### src/rtl/csu_pkg.sv
package csu_pkg;
  localparam int STATUS_BITS = 8;
  localparam int SEL_W = $clog2(STATUS_BITS);

  typedef struct packed {
    logic             loadSerial;
    logic             captureBit;
    logic [SEL_W-1:0] bitSel;
    logic             updateFlags;
    logic             blockSet;
    logic             blockClr;
  } csuStrobe_t;
endpackage

### src/rtl/csu_ctrl.sv
module csu_ctrl
  import csu_pkg::*;
#(
  parameter int FRAMES_PER_BLOCK = 192,
  parameter int PULSE_FRAMES = 32
) (
  input  logic       clk,
  input  logic       rstN,
  input  logic       subValid,
  input  logic       subLeft,
  input  logic       subBlock,
  output csuStrobe_t strobe
);
  localparam int CNT_W = $clog2(FRAMES_PER_BLOCK + 1);
  localparam logic [CNT_W-1:0] CNT_MAX = '1;

  logic [CNT_W-1:0] frameIdx;
  logic [CNT_W-1:0] curIdx;
  logic             synced;
  logic             leftStrobe;
  logic             startStrobe;
  logic             counting;

  always_comb begin
    leftStrobe  = subValid && subLeft;
    startStrobe = leftStrobe && subBlock;
    counting    = leftStrobe && (startStrobe || synced);
    if (startStrobe)
      curIdx = '0;
    else if (frameIdx == CNT_MAX)
      curIdx = frameIdx;
    else
      curIdx = frameIdx + 1'b1;

    strobe             = '0;
    strobe.loadSerial  = subValid;
    strobe.captureBit  = counting && (curIdx < CNT_W'(STATUS_BITS));
    strobe.bitSel      = curIdx[SEL_W-1:0];
    strobe.updateFlags = counting && (curIdx == CNT_W'(STATUS_BITS - 1));
    strobe.blockSet    = startStrobe;
    strobe.blockClr    = counting && !startStrobe && (curIdx == CNT_W'(PULSE_FRAMES));
  end

  always_ff @(posedge clk or negedge rstN) begin
    if (!rstN) begin
      frameIdx <= '0;
      synced   <= 1'b0;
    end else begin
      if (counting) frameIdx <= curIdx;
      if (startStrobe) synced <= 1'b1;
    end
  end
endmodule

### src/rtl/csu_datapath.sv
module csu_datapath
  import csu_pkg::*;
(
  input  logic       clk,
  input  logic       rstN,
  input  csuStrobe_t strobe,
  input  logic       subLeft,
  input  logic       subCs,
  input  logic       subUser,
  output logic       csOut,
  output logic       userOut,
  output logic       chanOut,
  output logic       blockOut,
  output logic       emphFlag,
  output logic       nonAudioFlag
);
  logic [STATUS_BITS-1:0] byteReg;
  logic [STATUS_BITS-1:0] fullByte;
  logic                   emphNext;

  always_comb begin
    fullByte = {subCs, byteReg[STATUS_BITS-2:0]};
    if (fullByte[0])
      emphNext = fullByte[2] && fullByte[3] && !fullByte[4];
    else
      emphNext = fullByte[3] && !fullByte[4] && !fullByte[5];
  end

  always_ff @(posedge clk or negedge rstN) begin
    if (!rstN) begin
      csOut        <= 1'b0;
      userOut      <= 1'b0;
      chanOut      <= 1'b0;
      blockOut     <= 1'b0;
      emphFlag     <= 1'b0;
      nonAudioFlag <= 1'b0;
      byteReg      <= '0;
    end else begin
      if (strobe.loadSerial) begin
        csOut   <= subCs;
        userOut <= subUser;
        chanOut <= subLeft;
      end
      if (strobe.captureBit) byteReg[strobe.bitSel] <= subCs;
      if (strobe.updateFlags) begin
        emphFlag     <= emphNext;
        nonAudioFlag <= fullByte[1];
      end
      if (strobe.blockSet)
        blockOut <= 1'b1;
      else if (strobe.blockClr)
        blockOut <= 1'b0;
    end
  end
endmodule

### src/rtl/csu_demux.sv
module csu_demux #(
  parameter int FRAMES_PER_BLOCK = 192,
  parameter int PULSE_FRAMES = 32
) (
  input  logic clk,
  input  logic rstN,
  input  logic subValid,
  input  logic subLeft,
  input  logic subBlock,
  input  logic subCs,
  input  logic subUser,
  output logic csOut,
  output logic userOut,
  output logic chanOut,
  output logic blockOut,
  output logic emphFlag,
  output logic nonAudioFlag
);
  csu_pkg::csuStrobe_t strobe;

  csu_ctrl #(
    .FRAMES_PER_BLOCK(FRAMES_PER_BLOCK),
    .PULSE_FRAMES(PULSE_FRAMES)
  ) i_ctrl (
    .clk(clk), .rstN(rstN), .subValid(subValid), .subLeft(subLeft),
    .subBlock(subBlock), .strobe(strobe)
  );

  csu_datapath i_datapath (
    .clk(clk), .rstN(rstN), .strobe(strobe), .subLeft(subLeft),
    .subCs(subCs), .subUser(subUser), .csOut(csOut), .userOut(userOut),
    .chanOut(chanOut), .blockOut(blockOut), .emphFlag(emphFlag),
    .nonAudioFlag(nonAudioFlag)
  );
endmodule

### config.mk
export PLATFORM = sky130hd
export DESIGN_NAME = csu_demux
export DESIGN_NICKNAME = d
export VERILOG_FILES = /design/src/rtl/csu_pkg.sv /design/src/rtl/csu_ctrl.sv /design/src/rtl/csu_datapath.sv /design/src/rtl/csu_demux.sv
export SDC_FILE = /design/constraint.sdc
export NUM_CORES = 1
export LEC_CHECK = 0
export BUFFER_PORTS_ARGS = -buffer_cell sky130_fd_sc_hd__clkbuf_2
export CAP_MARGIN = 10
export CORE_UTILIZATION = 45
export CTS_CLUSTER_DIAMETER = 40
export DETAILED_ROUTE_END_ITERATION = 12
export HOLD_SLACK_MARGIN = 0.02
export MAX_ROUTING_LAYER = met4
export SYNTH_ARGS = -nofsm -noshare
export SYNTH_HDL_FRONTEND = slang
export SYNTH_HIERARCHICAL = 1
export SYNTH_SLANG_ARGS = --single-unit
### constraint.sdc
create_clock -name clk -period 2.9 [get_ports clk]
set_input_delay 0.435 -clock clk [delete_from_list [all_inputs] [get_ports clk]]
set_output_delay 0.435 -clock clk [all_outputs]
set_load 0.03 [all_outputs]
==> flow_metrics.py <==
metrics = {
    "timing": {
        "rsz0062_at_grt": "false",
        "holdWs_ns": 0.0745,
        "timing.fmax_mhz": 383,
        "finalHoldViolations": 0,
        "period_needed_ns": 2.61,
        "worstMarginPinSlew_ns": 0.527,
        "finalClockSkew_ns": 0.00273,
        "slew_violations": 0,
        "maxSlewHeadroom_pct": 64.6,
        "fin_tns_setup_ns": 0,
        "setup_viol": 0,
        "min_period_over_period_pct": 90.1,
    },
    "grt": {
        "grt_pass1_vias": 944,
        "grt_pass1_wl_mm": 4.47,
        "antenna_found_initial": 0,
        "grt_start_max_net_pins": 22,
        "grt-ovfl-total": 0,
        "grt_util_all_layers_pct": 18.6,
    },
    "detailed_routing": {
        "top_layer_used": "met4",
        "met2_length_mm": 1.15,
        "routed_via_density": 6.12,
        "wl_per_cell_um": 15.8,
        "drtPass1Iterations": 4,
        "drc": 0,
        "drt-total-wl_mm": 2.62,
        "wl_met1_mm": 1.26,
        "num_vias": 1016,
        "met3_wirelength_um": 141,
        "drt_iter0_markers": 50,
        "final_antenna_net_count": 0,
    },
    "run": {
        "timing.max_cap.violations": 0,
    },
    "worst_setup_path": {
        "worstPathArrival_ns": 2.82,
        "end_kind": "flip-flop",
        "worstPathRequired_ns": 3.11,
        "worstSetupStartpointType": "flip-flop",
        "crit_type": "reg -> reg",
        "crit_fanout": 8,
    },
    "final_layout": {
        "finish.instance_area_um2": 1410,
        "layout-drive-gt1-share_pct": 31.1,
        "final.fill_count": 266,
        "antennaDiodeCount": 0,
        "stdcell_count": 166,
        "area_growth_pct": 3.98,
        "fin_nets": 144,
    },
    "placement": {
        "gp_congestion": 0.949,
        "dpl.cell_count": 162,
        "portBuffers": 12,
        "dp_hpwl_mm": 1.91,
        "dpl_cell_area_um2": 1370,
    },
    "yosys": {
        "yosysTopAreaCell": "dfrtp_1",
        "synth_top_area_share_pct": 38.9,
        "yosysUniqueCellTypes": 48,
        "synth.most_common_cell": "dfrtp_1",
        "async_flop_share_pct": 100,
        "syn_area_um2": 1350,
        "post_synth.cell_area_avg_um2": 10.5,
        "syn_nets": 137,
        "ys_warn_count": 6,
        "seq_area_frac_synth_pct": 38.9,
        "synth_flop_cell": "dfrtp_1",
        "yosys-top-cells-area": "dfrtp_1, mux2_2, a21oi_1, buf_4, mux2_4",
        "ys_top_cells_by_count": "dfrtp_1, a21oi_1, mux2_2, nor2_1, buf_4",
        "synthCells": 129,
        "ys_seq_elements": 21,
        "synth_edf_count": 0,
    },
    "die": {
        "coreArea_um2": 2810,
        "start_util_pct": 48.2,
        "fp.dieW_um": 56.8,
        "rows": 19,
        "design.die.area_um2": 3230,
        "io_pins": 13,
        "die_h_um": 56.8,
    },
    "pwr": {
        "peakVddDrop_mv": 0.318,
        "power_leakage_nw": 0.594,
        "power_w": 0.00103,
        "seq_power_share_pct": 44.8,
        "p_switching_w": 0.000405,
        "p_comb_share_pct": 41.0,
        "powerDensity_nw_per_um2": 731,
        "p_int_w": 0.000623,
        "p_clk_share_pct": 14.2,
        "swShare_pct": 39.4,
    },
    "cts": {
        "htreeDepth": 1,
        "cts_tree": "built",
        "insertion_delay_ns": 0.31,
        "cts-buffers-inserted": 3,
        "clk_pin_slew_ns": 0.12,
        "clock-root-buffer": "clkbuf_4",
        "post_cts_buffers": 0,
        "clk_path_buf_depth": 2,
        "clock-sinks": 21,
    },
    "status": {
        "outcome": "complete, no violations",
    },
    "min_path": {
        "hold_class": "in -> async",
    },
}
layout by cell type (no fill, tap or decap), types with 2 or more instances in the layout:
cell type / n
nand2_1: 4
a31oi_1: 2
nand2b_1: 2
and3_1: 2
a21oi_1: 9
and4bb_1: 3
mux2_2: 9
nor3_1: 2
buf_4: 2
nand4_1: 4
clkbuf_2: 12
o211a_1: 2
a211oi_1: 2
clkbuf_4: 3
nor2b_1: 2
nor2_1: 9
nor4b_2: 2
nand4b_1: 3
and2_1: 2
inv_1: 4
dfrtp_1: 21
mux2_4: 3
nand3b_1: 2
o21ai_0: 4
per-layer routing:
layer | up-vias | global-route usage (%)
met3 | 6 | 2.07
met5 | - | -
li1 | 490 | -
met4 | 0 | 8.36
met1 | 478 | 25.7
met2 | 42 | 27.6
power by group through the flow:
stage | Sequential [W] | Combinational (W) | Clock [W]
2_1_floorplan | 0.000467 | 0.000353 | 0
3_3_place_gp | 0.000459 | 0.000408 | 0
3_5_place_dp | 0.000464 | 0.000415 | 0
4_1_cts | 0.000459 | 0.000416 | 0.000158
5_1_grt | 0.000474 | 0.000459 | 0.000168
6_report | 0.000460 | 0.000422 | 0.000146
flip-flops by register name, summed over array words and instances (netlist names):
register / flops
i_datapath/csOut: 1
i_datapath/chanOut: 1
i_datapath/nonAudioFlag: 1
i_ctrl/frameIdx: 8
i_datapath/blockOut: 1
i_datapath/userOut: 1
i_datapath/byteReg: 6
i_datapath/emphFlag: 1
i_ctrl/synced: 1
worst max-delay path, stage by stage, from the launching register on:
cell	delay, ns
dfrtp_1	0.47
ha_1	0.30
and3_1	0.22
o31ai_1	0.37
o21ai_0	0.22
nor3_2	0.27
nor4b_2	0.30
mux2_2	0.36
what timing repair did:
item,CTS,global route
gates resized for setup,0,1
endpoints found under the setup margin,0,1
hold buffers,0,0
through the flow:
step	util, %	worst slack (ns)
after global routing	50.1	0.171
after global placement	49.0	0.371
final	50.1	0.286
after CTS	50.0	0.246
after detailed placement	49.0	0.258
after floorplan	-	0.480
final timing paths:
path | start | end | cells past startpoint | slack, ns
worst max-delay path | i_ctrl/frameIdx[1] | i_datapath/byteReg[0] | 7 | 0.29
worst min-delay path | rstN | i_ctrl/frameIdx[4] | 1 | 0.07
worst max register to register | i_ctrl/frameIdx[1] | i_datapath/byteReg[0] | 7 | 0.29
worst min register to register | i_datapath/blockOut | i_datapath/blockOut | 1 | 0.50
max in group asynchronous | rstN | i_datapath/byteReg[5] | 1 | 2.47
min in group clk | subUser | i_datapath/userOut | 2 | 0.35
layout make-up:
type	instances	area, µm²	area share (%)
clock inverters	1	5.00	0.356
repair buffers	14	75.1	5.34
well taps	31	38.8	2.76
clock buffers	3	22.5	1.60
multi-input cells	91	721	51.2
flip-flops and latches	21	526	37.4
inverters	5	18.8	1.33
cells by family after synthesis:
kind of cell,share of synthesized area (%)
XOR/XNOR,0.648
flip-flops,38.9
AND/OR/NAND/NOR,22.9
buffers and inverters,8.23
multiplexers,10.8
AO/OA/AOI/OAI,17.6
adder cells (fa/ha/maj),0.925
No activity file was read; power rests on OpenSTA's default activity.
